[config.mk]
export PLATFORM = sky130hd
export DESIGN_NAME = i2c_cmd_engine
export DESIGN_NICKNAME = d
export VERILOG_FILES = /design/src/rtl/i2c_cmd_pkg.sv /design/src/rtl/i2c_fifo.sv /design/src/rtl/i2c_eng_dp.sv /design/src/rtl/i2c_eng_ctrl.sv /design/src/rtl/i2c_cmd_engine.sv
export SDC_FILE = /design/constraint.sdc
export NUM_CORES = 1
export LEC_CHECK = 0
export BUFFER_PORTS_ARGS = -buffer_cell sky130_fd_sc_hd__buf_2
export CAP_MARGIN = 20
export CORE_AREA = 2 2 239 171
export DETAILED_ROUTE_END_ITERATION = 16
export DIE_AREA = 0 0 241 173
export HOLD_SLACK_MARGIN = 0.02
export PLACE_DENSITY = 0.59
export SETUP_SLACK_MARGIN = 0.15
export SKIP_CTS_REPAIR_TIMING = 1
export SYNTH_ARGS = -nofsm -noshare
export SYNTH_HDL_FRONTEND = slang
export SYNTH_SLANG_ARGS = --single-unit
[constraint.sdc]
create_clock -name clk -period 10.8 [get_ports clk]
set_clock_uncertainty 0.15 [all_clocks]
set_input_delay 0.54 -clock clk [delete_from_list [all_inputs] [get_ports clk]]
set_output_delay 0.54 -clock clk [all_outputs]
set_load 0.01 [all_outputs]
[src/rtl/i2c_cmd_pkg.sv]
package i2c_cmd_pkg;
  localparam logic [7:0] OP_START = 8'h01;
  localparam logic [7:0] OP_STOP  = 8'h02;
  localparam logic [7:0] OP_WBIT0 = 8'h04;
  localparam logic [7:0] OP_WBIT1 = 8'h05;
  localparam logic [7:0] OP_WBYTE = 8'h08;
  localparam logic [7:0] OP_VACK  = 8'h10;
  localparam logic [7:0] OP_RBYTE = 8'h13;

  localparam logic [1:0] ADDR_CTRL = 2'd0;
  localparam logic [1:0] ADDR_PRE  = 2'd1;
  localparam logic [1:0] ADDR_DATA = 2'd2;
  localparam logic [1:0] ADDR_STAT = 2'd3;

  typedef struct packed {
    logic popCmd;
    logic loadData;
    logic shiftBit;
    logic pushRd;
    logic setErr;
  } engStrobe_t;

  typedef enum logic [1:0] {ENG_IDLE, ENG_DATA, ENG_RUN} engState_t;

  function automatic logic opKnown(input logic [7:0] op);
    return (op == OP_START) || (op == OP_STOP) || (op == OP_WBIT0) ||
           (op == OP_WBIT1) || (op == OP_WBYTE) || (op == OP_VACK) ||
           (op == OP_RBYTE);
  endfunction
endpackage

[src/rtl/i2c_fifo.sv]
module i2c_fifo #(
  parameter int WIDTH = 8,
  parameter int DEPTH = 32
) (
  input  logic             clk,
  input  logic             rstN,
  input  logic             push,
  input  logic             pop,
  input  logic             flush,
  input  logic [WIDTH-1:0] din,
  output logic [WIDTH-1:0] dout,
  output logic             empty,
  output logic             full
);
  localparam int AW = (DEPTH > 1) ? $clog2(DEPTH) : 1;
  localparam logic [AW-1:0] LAST = AW'(DEPTH - 1);
  localparam logic [AW:0] FULLCNT = (AW + 1)'(DEPTH);

  logic [WIDTH-1:0] mem [DEPTH];
  logic [AW-1:0] wrPtr, rdPtr;
  logic [AW:0] count;
  logic doPush, doPop;

  always_comb begin
    doPush = push && !full && !flush;
    doPop  = pop && !empty && !flush;
  end

  always_ff @(posedge clk or negedge rstN) begin
    if (!rstN) begin
      wrPtr <= '0;
      rdPtr <= '0;
      count <= '0;
    end else if (flush) begin
      wrPtr <= '0;
      rdPtr <= '0;
      count <= '0;
    end else begin
      if (doPush) wrPtr <= (wrPtr == LAST) ? '0 : wrPtr + 1'b1;
      if (doPop)  rdPtr <= (rdPtr == LAST) ? '0 : rdPtr + 1'b1;
      count <= count + {{AW{1'b0}}, doPush} - {{AW{1'b0}}, doPop};
    end
  end

  always_ff @(posedge clk) begin
    if (doPush) mem[wrPtr] <= din;
  end

  assign dout  = mem[rdPtr];
  assign empty = (count == '0);
  assign full  = (count == FULLCNT);
endmodule

[src/rtl/i2c_eng_dp.sv]
module i2c_eng_dp
  import i2c_cmd_pkg::*;
#(
  parameter int CMD_DEPTH = 32,
  parameter int RD_DEPTH  = 4,
  parameter int PRE_W     = 3
) (
  input  logic       clk,
  input  logic       rstN,
  input  logic       regWrEn,
  input  logic       regRdEn,
  input  logic [1:0] regAddr,
  input  logic [7:0] regWrData,
  output logic [7:0] regRdData,
  input  logic       sdaIn,
  input  engStrobe_t strb,
  input  logic       busBusy,
  output logic [7:0] cmdHead,
  output logic       cmdEmpty,
  output logic       cmdFull,
  output logic       cmdOvf,
  output logic       txBit,
  output logic       enable,
  output logic       tick,
  output logic       busErr,
  output logic       irq
);
  localparam int DIV_W = 5 + PRE_W;

  logic [4:0] divLow;
  logic [PRE_W-1:0] preR;
  logic [DIV_W:0] divCnt, divLimit;
  logic [7:0] shiftR, rdHead;
  logic rdEmpty, rdFull, uflR;
  logic wrCmd, rdData, rdStat, ovfEv, uflEv;
  logic [7:0] status;

  assign wrCmd  = regWrEn && (regAddr == ADDR_DATA);
  assign rdData = regRdEn && (regAddr == ADDR_DATA);
  assign rdStat = regRdEn && (regAddr == ADDR_STAT);
  assign ovfEv  = wrCmd && cmdFull;
  assign uflEv  = rdData && rdEmpty;

  i2c_fifo #(.WIDTH(8), .DEPTH(CMD_DEPTH)) u_cmdq (
    .clk(clk), .rstN(rstN), .push(wrCmd), .pop(strb.popCmd), .flush(strb.setErr),
    .din(regWrData), .dout(cmdHead), .empty(cmdEmpty), .full(cmdFull));

  i2c_fifo #(.WIDTH(8), .DEPTH(RD_DEPTH)) u_rdq (
    .clk(clk), .rstN(rstN), .push(strb.pushRd), .pop(rdData), .flush(1'b0),
    .din(shiftR), .dout(rdHead), .empty(rdEmpty), .full(rdFull));

  // configuration registers
  always_ff @(posedge clk or negedge rstN) begin
    if (!rstN) begin
      enable <= 1'b0;
      divLow <= '0;
      preR   <= PRE_W'(1);
    end else if (regWrEn) begin
      if (regAddr == ADDR_CTRL) begin
        enable <= regWrData[7];
        divLow <= regWrData[4:0];
      end else if (regAddr == ADDR_PRE && regWrData[PRE_W-1:0] != '0) begin
        preR <= regWrData[PRE_W-1:0];
      end
    end
  end

  // quarter-phase tick generator
  assign divLimit = {1'b0, preR, divLow} + 1'b1;
  assign tick = enable && (divCnt == divLimit);
  always_ff @(posedge clk or negedge rstN) begin
    if (!rstN) divCnt <= '0;
    else if (!enable || tick) divCnt <= '0;
    else divCnt <= divCnt + 1'b1;
  end

  // bit shifter shared by byte write and byte read
  always_ff @(posedge clk or negedge rstN) begin
    if (!rstN) shiftR <= '0;
    else if (strb.loadData) shiftR <= cmdHead;
    else if (strb.shiftBit) shiftR <= {shiftR[6:0], sdaIn};
  end
  assign txBit = shiftR[7];

  // sticky flags and interrupt
  always_ff @(posedge clk or negedge rstN) begin
    if (!rstN) begin
      cmdOvf <= 1'b0;
      uflR   <= 1'b0;
      busErr <= 1'b0;
      irq    <= 1'b0;
    end else begin
      cmdOvf <= ovfEv ? 1'b1 : (rdStat ? 1'b0 : cmdOvf);
      uflR   <= uflEv ? 1'b1 : (rdStat ? 1'b0 : uflR);
      busErr <= strb.setErr ? 1'b1 : (rdStat ? 1'b0 : busErr);
      if (strb.setErr || ovfEv || uflEv || strb.pushRd) irq <= 1'b1;
      else if (rdStat) irq <= 1'b0;
    end
  end

  assign status = {1'b0, busBusy, cmdEmpty, busErr, !rdEmpty, uflR, cmdOvf, cmdFull};

  always_comb begin
    case (regAddr)
      ADDR_CTRL: regRdData = {enable, 2'b00, divLow};
      ADDR_PRE:  regRdData = 8'(preR);
      ADDR_DATA: regRdData = rdEmpty ? 8'h00 : rdHead;
      default:   regRdData = status;
    endcase
  end

  logic unusedRd;
  assign unusedRd = rdFull;
endmodule

[src/rtl/i2c_eng_ctrl.sv]
module i2c_eng_ctrl
  import i2c_cmd_pkg::*;
(
  input  logic       clk,
  input  logic       rstN,
  input  logic       tick,
  input  logic       enable,
  input  logic       busErr,
  input  logic       cmdEmpty,
  input  logic [7:0] cmdHead,
  input  logic       txBit,
  input  logic       sdaIn,
  output engStrobe_t strb,
  output logic       sclOe,
  output logic       sdaOe,
  output logic       busBusy
);
  engState_t state;
  logic [7:0] opcode;
  logic [1:0] phase;
  logic [2:0] bitCnt;
  logic bitVal, isBitOp;

  assign isBitOp = (opcode != OP_START) && (opcode != OP_STOP);

  always_comb begin
    case (opcode)
      OP_WBIT0: bitVal = 1'b0;
      OP_WBIT1: bitVal = 1'b1;
      OP_WBYTE: bitVal = txBit;
      default:  bitVal = 1'b1;
    endcase
  end

  always_comb begin
    strb = '0;
    case (state)
      ENG_IDLE: strb.popCmd = enable && !busErr && !cmdEmpty;
      ENG_DATA: begin
        strb.popCmd   = enable && !cmdEmpty;
        strb.loadData = enable && !cmdEmpty;
      end
      ENG_RUN: if (tick) begin
        strb.shiftBit = (phase == 2'd2) && isBitOp;
        strb.setErr   = (phase == 2'd2) && (opcode == OP_VACK) && sdaIn;
        strb.pushRd   = (phase == 2'd3) && (bitCnt == 3'd0) && (opcode == OP_RBYTE);
      end
      default: ;
    endcase
  end

  always_ff @(posedge clk or negedge rstN) begin
    if (!rstN) begin
      state   <= ENG_IDLE;
      opcode  <= '0;
      phase   <= '0;
      bitCnt  <= '0;
      sclOe   <= 1'b0;
      sdaOe   <= 1'b0;
      busBusy <= 1'b0;
    end else begin
      case (state)
        ENG_IDLE: if (strb.popCmd) begin
          opcode <= cmdHead;
          phase  <= '0;
          bitCnt <= (cmdHead == OP_RBYTE) ? 3'd7 : 3'd0;
          if (cmdHead == OP_WBYTE) state <= ENG_DATA;
          else if (opKnown(cmdHead)) state <= ENG_RUN;
        end
        ENG_DATA: if (strb.popCmd) begin
          bitCnt <= 3'd7;
          state  <= ENG_RUN;
        end
        ENG_RUN: if (tick) begin
          phase <= phase + 1'b1;
          if (phase == 2'd3) begin
            if (bitCnt == 3'd0) state <= ENG_IDLE;
            else bitCnt <= bitCnt - 1'b1;
          end
          if (opcode == OP_START) begin
            case (phase)
              2'd0: sdaOe <= 1'b0;
              2'd1: sclOe <= 1'b0;
              2'd2: sdaOe <= 1'b1;
              default: begin sclOe <= 1'b1; busBusy <= 1'b1; end
            endcase
          end else if (opcode == OP_STOP) begin
            case (phase)
              2'd0: sdaOe <= 1'b1;
              2'd1: sclOe <= 1'b0;
              2'd2: sdaOe <= 1'b0;
              default: busBusy <= 1'b0;
            endcase
          end else begin
            case (phase)
              2'd0: sdaOe <= ~bitVal;
              2'd1: sclOe <= 1'b0;
              2'd2: ;
              default: sclOe <= 1'b1;
            endcase
          end
        end
        default: state <= ENG_IDLE;
      endcase
    end
  end
endmodule

[src/rtl/i2c_cmd_engine.sv]
module i2c_cmd_engine
  import i2c_cmd_pkg::*;
#(
  parameter int CMD_DEPTH = 32,
  parameter int RD_DEPTH  = 4,
  parameter int PRE_W     = 3
) (
  input  logic       clk,
  input  logic       rstN,
  input  logic       regWrEn,
  input  logic       regRdEn,
  input  logic [1:0] regAddr,
  input  logic [7:0] regWrData,
  output logic [7:0] regRdData,
  input  logic       sdaIn,
  output logic       sclOe,
  output logic       sdaOe,
  output logic       irq
);
  engStrobe_t strb;
  logic [7:0] cmdHead;
  logic cmdEmpty, cmdFull, cmdOvf, txBit, enable, tick, busErr, busBusy;

  i2c_eng_dp #(.CMD_DEPTH(CMD_DEPTH), .RD_DEPTH(RD_DEPTH), .PRE_W(PRE_W)) u_dp (
    .clk(clk), .rstN(rstN), .regWrEn(regWrEn), .regRdEn(regRdEn), .regAddr(regAddr),
    .regWrData(regWrData), .regRdData(regRdData), .sdaIn(sdaIn), .strb(strb),
    .busBusy(busBusy), .cmdHead(cmdHead), .cmdEmpty(cmdEmpty), .cmdFull(cmdFull),
    .cmdOvf(cmdOvf), .txBit(txBit), .enable(enable), .tick(tick), .busErr(busErr),
    .irq(irq));

  i2c_eng_ctrl u_ctrl (
    .clk(clk), .rstN(rstN), .tick(tick), .enable(enable), .busErr(busErr),
    .cmdEmpty(cmdEmpty), .cmdHead(cmdHead), .txBit(txBit), .sdaIn(sdaIn),
    .strb(strb), .sclOe(sclOe), .sdaOe(sdaOe), .busBusy(busBusy));
endmodule

**After elaboration in Yosys (flattened, before gate mapping)**

Memories as Yosys holds them, arrays and structs flattened.
Cells that the tools add are included.

- Add/subtract/negate cells: 12
- Eq/ne operators: 40
- Muxes and demuxes: 59
- Bitwise operators: 2
- Reductions and logical operators: 69

Operators by type and width:

| kind | count |
|---|---|
| $eq 8x5->1 const B | 4 |
| $mux 5 | 6 |
| $eq 8x3->1 const B | 3 |
| $mux 3 | 8 |
| $mux 8 | 3 |
| $pmux 8 s3 | 1 |
| $logic_and 1x1->1 | 22 |
| $mux 2 | 11 |
| $mux 1 | 20 |
| $reduce_bool 2->1 | 10 |
| $eq 8x1->1 const B | 2 |
| $eq 8x2->1 const B | 2 |
| $eq 8x4->1 const B | 2 |
| $eq 2x2->1 const B | 7 |
| $ne 2x2->1 const B | 6 |
| $reduce_and 6->1 | 2 |
| $add 5x1->5 const B | 2 |
| $eq 5x5->1 const B | 2 |
| $logic_or 1x1->1 | 10 |
| $pmux 1 s2 | 5 |
| $add 8x1->9 const B | 1 |
| $add 9x1->9 const B | 1 |
| $eq 9x9->1 | 1 |
| $mux 9 | 1 |
| 30 further kinds | 50 |

- Flip-flop bits (word level): 71
- Bits in writable memories: 288
- Input bits: 15
- Output and inout bits: 11
- Logic and storage cells: 206
- Memories: 2

Memories:

| memory | words | bits a word | rd ports | clocked after memory_dff | write ports | RTL line | source |
|---|---|---|---|---|---|---|---|
| u_dp.u_cmdq.mem | 32 | 8 | 1 | 0 | 1 | i2c_fifo.sv:19 | `logic [WIDTH-1:0] mem [DEPTH];` |
| u_dp.u_rdq.mem | 4 | 8 | 1 | 0 | 1 | i2c_fifo.sv:19 |  |

**Depth between registers and ports, before layout**

An unclocked memory read counts as a cell.

- Depth in word-level cells: 12
- Gate-level depth with buffers: 18
- Depth with buffers taken out: 17

**Cells and area by module**

Synthesis repeated with hierarchy kept, for this count alone.

- Cell total of the unflattened synthesis: 1,058
- Area, all modules: 15,917.8 um^2

By module, submodules not included:

| module | times used | cells an instance | area an instance (um^2) | sequential area each (um^2) |
|---|---|---|---|---|
| i2c_fifo at u_dp.u_cmdq | 1 | 628 | 11,068.1 | 8,087.8 |
| i2c_eng_dp | 1 | 206 | 1,895.6 | 752.0 |
| i2c_fifo at u_dp.u_rdq | 1 | 88 | 1,641.6 | 1,136.1 |
| i2c_eng_ctrl | 1 | 136 | 1,312.5 | 450.4 |

**Worst setup path before layout**

OpenSTA, ideal clock, no wires.

- Path kind: reg-to-reg
- From: register u_dp.divLow[0]
- To: register u_dp.u_cmdq.count[4]
- Setup time: 132 ps
- Data arrival time: 3,707 ps
- Required time: 10,518 ps
- Path slack: 6,812 ps
- Stages on the path, launching flop included: 19
- Path buffers: 2
- Period minus slack after synthesis: 3,988 ps
- Cell sequence: dfrtp_1 ha_1 nand3_1 nor3_1 xnor2_1 o2111ai_1 nor4_1 clkbuf_1 clkbuf_1 nor2_1 ha_1 inv_1 ha_1 fa_1 a21oi_1 nor2_1 nor2_1 xor2_1 nor2_1

- Longest elaborated chain between the ends: 10
- Elaborated cells between the ends (all ways): 11
- Classes of those cells: add/sub (3); eq/ne (1); mux (3); reduce/logical (4)

Ends and longest elaborated chain:

| element | RTL line | source |
|---|---|---|
| start: declaration | i2c_eng_dp.sv:30 | `logic [4:0] divLow;` |
| start signal: assignment | i2c_eng_dp.sv:61 | `divLow <= regWrData[4:0];` |
| $add 8x1->9 (*) | i2c_eng_dp.sv:69 | `assign divLimit = {1'b0, preR, divLow} + 1'b1;` |
| $eq 9x9->1 (*) | i2c_eng_dp.sv:70 | `assign tick = enable && (divCnt == divLimit);` |
| $logic_and 1x1->1 (*) | i2c_eng_dp.sv:70 |  |
| $mux 3 (*) | i2c_eng_ctrl.sv:43 | `ENG_RUN: if (tick) begin` |
| $mux 3 (*) | i2c_eng_ctrl.sv:37 | `case (state)` |
| $logic_not 1->1 | i2c_fifo.sv:25, i2c_fifo.sv:26 |  |
| $logic_and 1x1->1 | i2c_fifo.sv:25 | `doPush = push && !full && !flush;` |
| $add 6x1->6 | i2c_fifo.sv:41 | `count <= count + {{AW{1'b0}}, doPush} - {{AW{1'b0}}, doPop};` |
| $sub 6x1->6 | i2c_fifo.sv:41 |  |
| $mux 6 (*) | i2c_fifo.sv:34 | `end else if (flush) begin` |
| end signal: assignment | i2c_fifo.sv:41 |  |
| end: declaration | i2c_fifo.sv:21 | `logic [AW:0] count;` |

Mark *: on every way between the ends. The rest lies on a longest branch, timed or not.
A chain may end at the register's enable or synchronous reset.

**Final worst setup path**

- From: register u_dp.u_cmdq.rdPtr[1]
- To: register u_ctrl.state[1]

- Longest elaborated chain between the ends: 10
- Elaborated cells between the ends (all ways): 19
- Classes of those cells: eq/ne (8); mux (3); reduce/logical (7); memory (1)

Ends and longest elaborated chain:

| element | RTL line | source |
|---|---|---|
| start: declaration | i2c_fifo.sv:20 | `logic [AW-1:0] wrPtr, rdPtr;` |
| start signal: assignment | i2c_fifo.sv:40 | `if (doPop) rdPtr <= (rdPtr == LAST) ? '0 : rdPtr + 1'b1;` |
| $mem_v2 32x8 (*) | n/a |  |
| $eq 8x1->1 / $eq 8x2->1 (equally long branches) | i2c_cmd_pkg.sv:26 | `return (op == OP_START) \|\| (op == OP_STOP) \|\| (op == OP_WBIT0) \|\|` |
| $logic_or 1x1->1 (3 in series) | i2c_cmd_pkg.sv:26 |  |
| $logic_or 1x1->1 (3 in series) | i2c_cmd_pkg.sv:27 | `(op == OP_WBIT1) \|\| (op == OP_WBYTE) \|\| (op == OP_VACK) \|\|` |
| $ne 3x1->1 (no line) | n/a |  |
| $reduce_and 6->1 (no line) | n/a |  |
| end signal: assignment | i2c_eng_ctrl.sv:54 | `state <= ENG_IDLE;` |
| end signal: assignment | i2c_eng_ctrl.sv:67 | `if (cmdHead == OP_WBYTE) state <= ENG_DATA;` |
| end signal: assignment | i2c_eng_ctrl.sv:68 | `else if (opKnown(cmdHead)) state <= ENG_RUN;` |
| end: declaration | i2c_eng_ctrl.sv:18 | `engState_t state;` |

Mark *: on every way between the ends. The rest lies on a longest branch, timed or not. The select of a mux whose other input is x is not followed.

==> metrics.md <==
| Metric | Value |
|---|---|
| CP startpoint | `u_dp.u_cmdq.rdPtr[1]` |
| DRC marker count from the first detailed-route iteration | `around 700` |
| Worst path bufs/invs | `1` |
| Via count | `8844` |
| Cell count of the worst reg-to-reg path | `9` |
| Netlist cell types | `between 60 and 70` |
| Placed Instances | `around 1.5k` |
| Slowest Stage Delay on Critical Path | `between 0.8 and 0.9 ns` |
| HPWL after detailed placement | `around 24000 um` |
| Minimum period implied by the final worst setup slack | `~4.6 ns` |
| Final estimated routing congestion in global placement | `a little under 0.8` |
| Wire per inst | `between 20 and 25 um` |
| Element type at the critical path start | `register` |
| GR Util met2 | `0.237` |
| Remaining DRCs | `0` |
| Pins over their slew limit | `0` |
| First-pass GRT wire length | `56600 um` |
| Period utilisation layout | `0.423` |
| Finish-stage setup viols | `0` |
| Number of maximum-capacitance violations | `0` |
| Worst VDD drop | `~0.12 mV` |
| Arrival time worst endpoint | `4.82 ns` |
| List of cells traversed by the critical path | `buf_4 > mux4_2 > mux2i_1 > nor3_1 > nor4_2 > nand2b_1 > o41ai_1 > nand3b_1 > o311a_1` |
| Deepest clock path buffer count | `3` |
| Critical path data required time | `11.06 ns` |
| Areal power density over the cells | `between 200 and 250 nW/um^2` |
| Launching point of the worst reg2reg path | `u_dp.u_cmdq.rdPtr[1]` |
| Maximum number of pins on one net before global-route repair | `72` |
| Normalized max-slew margin | `0.312` |
| Global-route met3 utilization | `0.0351` |
| Antenna violation net count after detailed routing | `0` |
| Input/output buffers | `25` |
| Die Footprint | `around 42000 sq um` |
| Reg2reg end | `u_ctrl.state[1]` |
| Number of global-route vias before repair | `a little under 9k` |
| Fmax | `219 MHz` |
| Worst-path clk slew | `0.06 ns` |
| Proportion of synthesized chip area in sequential cells | `0.669` |
| Row count | `between 60 and 70` |
| Detailed-route vias per instance | `between 5 and 6` |
| Max stage delay cell, worst path | `dfrtp_4` |
| Leakage dissipation | `6.05 nW` |
| Clock insertion delay at the later pin of the skew report | `between 0.5 and 0.6 ns` |
| Asr flop ratio synth | `0.198` |
| Total of fill cells in the finished design | `between 3k and 4k` |
| Synth Warn # | `0` |
| Delay-heaviest family, CP | `simple AND/OR/NAND/NOR gates` |
| Outcome | `finished, final reports clean` |
| Most area-hungry cell type in the Yosys netlist | `edfxtp_1` |
| Clock tree root buffer cell | `clkbuf_16` |
| Final count of hold timing violations | `0` |
| Cell Count, Final, Fillers Out | `around 1.6k` |
| Horizontal die dimension | `between 200 and 250 um` |
| Highest fanout seen on the critical path | `a little over 40` |
| TritonCTS sink count | `roughly 360` |
| GRT Resource Usage Total | `0.183` |
| Global-route congestion overflow total | `0` |
| Setup TNS after final layout | `0 ns` |
| Total Routed Length | `36700 um` |
| Worst hold-check path type | `in -> async` |
| Syn Std Cell Area | `15600 sq um` |
| Worst-case register-to-register setup slack | `6.24 ns` |
| Share of cells above drive strength 1 | `0.177` |
| TritonCTS clock tree | `done` |
| RSZ-0062 raised after global routing | `false` |
| Core Area | `~40000 sq um` |
| Transition at the pin with the smallest max-transition slack | `approximately 1.0 ns` |
| Global-route track usage on met1 | `0.308` |
| Initial DRT Pass Iterations | `5` |
| Layout-stage area growth over the synthesis result | `11.5%` |
| Starting density of the core | `0.397` |
| Number of synthesized flops with an enable pin | `288` |
| Number of nets in the layout | `between 1k and 1.5k` |
| Syn Nets | `1062` |
| Number of cells produced by synthesis | `around 1k` |
| Top area cells in the synthesized netlist | `edfxtp_1 (55%), dfrtp_1 (11%), mux4_2 (9.8%)` |
| Register bit count reported by yosys | `roughly 360` |
| Area share of the largest cell type after synthesis | `0.555` |
| I/O pin total | `26` |
| Layer carrying the most global-route usage | `met1` |
| Most common flop cell mapped by yosys | `edfxtp_1` |
| H-tree depth reported by CTS | `2` |
| Total Power | `roughly 0.0043 W` |
| Count of inserted antenna diode cells | `0` |
| Category of the critical setup timing path | `reg -> reg` |
| Inserted Clock Buffers | `36` |
| Antenna violations before repair | `2` |
| Critical path endpoint category | `register` |
| Die height | `173 um` |
| Syn_area_per_cell | `about 15 sq um` |
==> layout make-up <==
class                      instances  area (sq um)  area share
clock buffer                      47          1010      0.0584
clock inverter                    13           130     0.00748
inverter                          31           116     0.00669
multi-input combinational        577          4850       0.279
sequential                       359         10400       0.600
tap                              535           669      0.0385
timing repair buffer              31           173     0.00993
==> per-layer routing <==
metal	vias to the layer above	share of wire
met5	-	0
met4	0	0.019
met3	50	0.072
met2	287	0.40
met1	4582	0.51
li1	3925	-
==> Yosys cell counts, types with 5 or more instances <==
cell	count
edfxtp_1	288
nor2_1	96
dfrtp_1	70
mux4_2	68
nand2_1	61
o21ai_0	39
ha_1	34
inv_1	29
clkbuf_1	28
a21oi_1	24
mux2_2	24
mux2i_1	21
nand3_1	20
nor2b_1	18
nor3_1	16
xor2_1	16
and3_1	13
xnor2_1	12
a31oi_1	9
nand2b_1	9
buf_2	7
a22o_1	6
and2_1	6
nor4_1	6
a211oi_1	5
nand4_1	5
o211ai_1	5
==> registers in the layout, summed over array words and instances, names as in the netlist, 5 cells and up <==
name,count
u_dp.divLow,5
u_dp.u_cmdq.rdPtr,5
u_dp.u_cmdq.count,6
u_dp.u_rdq.mem,32
u_dp.shiftR,8
u_dp.divCnt,9
u_dp.u_cmdq.wrPtr,5
u_dp.u_cmdq.mem,256
u_ctrl.opcode,8
==> kinds of logic after synthesis <==
family | Yosys count | share of synthesized area
AOI/OAI and AO/OA | 124 | 0.0498
xor gates and xnor gates | 28 | 0.0157
adders and majority gates | 36 | 0.0299
buffers and inverters | 75 | 0.0205
DFF | 359 | 0.669
muxes | 116 | 0.131
and+or+nand+nor | 273 | 0.0841
==> metrics by stage <==
step | setup slack, ns | utilization | area, sq um | hold slack, ns
after floorplan | 6.81 | - | 15600 | 0.0944
after global placement | 6.28 | 0.414 | 16200 | 0.320
after detailed placement | 6.25 | 0.414 | 16200 | 0.331
after CTS | 6.23 | 0.443 | 17400 | 0.0362
after global routing | 5.96 | 0.443 | 17400 | 0.0949
final | 6.24 | 0.443 | 17400 | 0.00277
==> power by group <==
group / internal (W) / switching (W)
Sequential: 0.00162 / 0.000167
Clock: 0.000710 / 0.000522
Combinational: 0.000559 / 0.000739
Total: 0.00289 / 0.00143
==> cell usage in the layout (no fill, tap or decap), types with 4 or more instances in the layout <==
| master | Yosys | final |
|---|---|---|
| edfxtp_1 | 288 | 288 |
| nor2_1 | 96 | 96 |
| mux4_2 | 68 | 68 |
| dfrtp_1 | 70 | 68 |
| nand2_1 | 61 | 61 |
| o21ai_0 | 39 | 39 |
| clkbuf_16 | 0 | 38 |
| ha_1 | 34 | 34 |
| inv_1 | 29 | 29 |
| a21oi_1 | 24 | 24 |
| mux2_2 | 24 | 24 |
| buf_2 | 7 | 24 |
| mux2i_1 | 21 | 21 |
| nand3_1 | 20 | 20 |
| nor2b_1 | 18 | 18 |
| nor3_1 | 16 | 16 |
| xor2_1 | 16 | 16 |
| and3_1 | 13 | 13 |
| xnor2_1 | 12 | 12 |
| nand2b_1 | 9 | 9 |
| a31oi_1 | 9 | 9 |
| buf_4 | 2 | 7 |
| a22o_1 | 6 | 6 |
| and2_1 | 6 | 6 |
| clkbuf_1 | 28 | 6 |
| nand4_1 | 5 | 5 |
| nor4_1 | 6 | 5 |
| a211oi_1 | 5 | 5 |
| o211ai_1 | 5 | 5 |
| or3_1 | 4 | 4 |
| o21ai_1 | 4 | 4 |
| o22ai_1 | 4 | 4 |
| a22oi_1 | 4 | 4 |
| nand3b_1 | 4 | 4 |
| or4_1 | 4 | 4 |
| clkinv_2 | 0 | 4 |
==> worst max-delay path by stage <==
stage	endpoint	slack, ns	depth (start not counted)
final	u_ctrl.state[1]	6.24	9
after global routing	u_dp.u_cmdq.count[4]	5.96	18
after CTS	u_ctrl.bitCnt[2]	6.23	9
after detailed placement	u_ctrl.bitCnt[2]	6.25	9
after global placement	u_ctrl.bitCnt[2]	6.28	9
after floorplan	u_dp.u_cmdq.count[4]	6.81	18
Note: power is estimated with default switching activity, not from simulation.
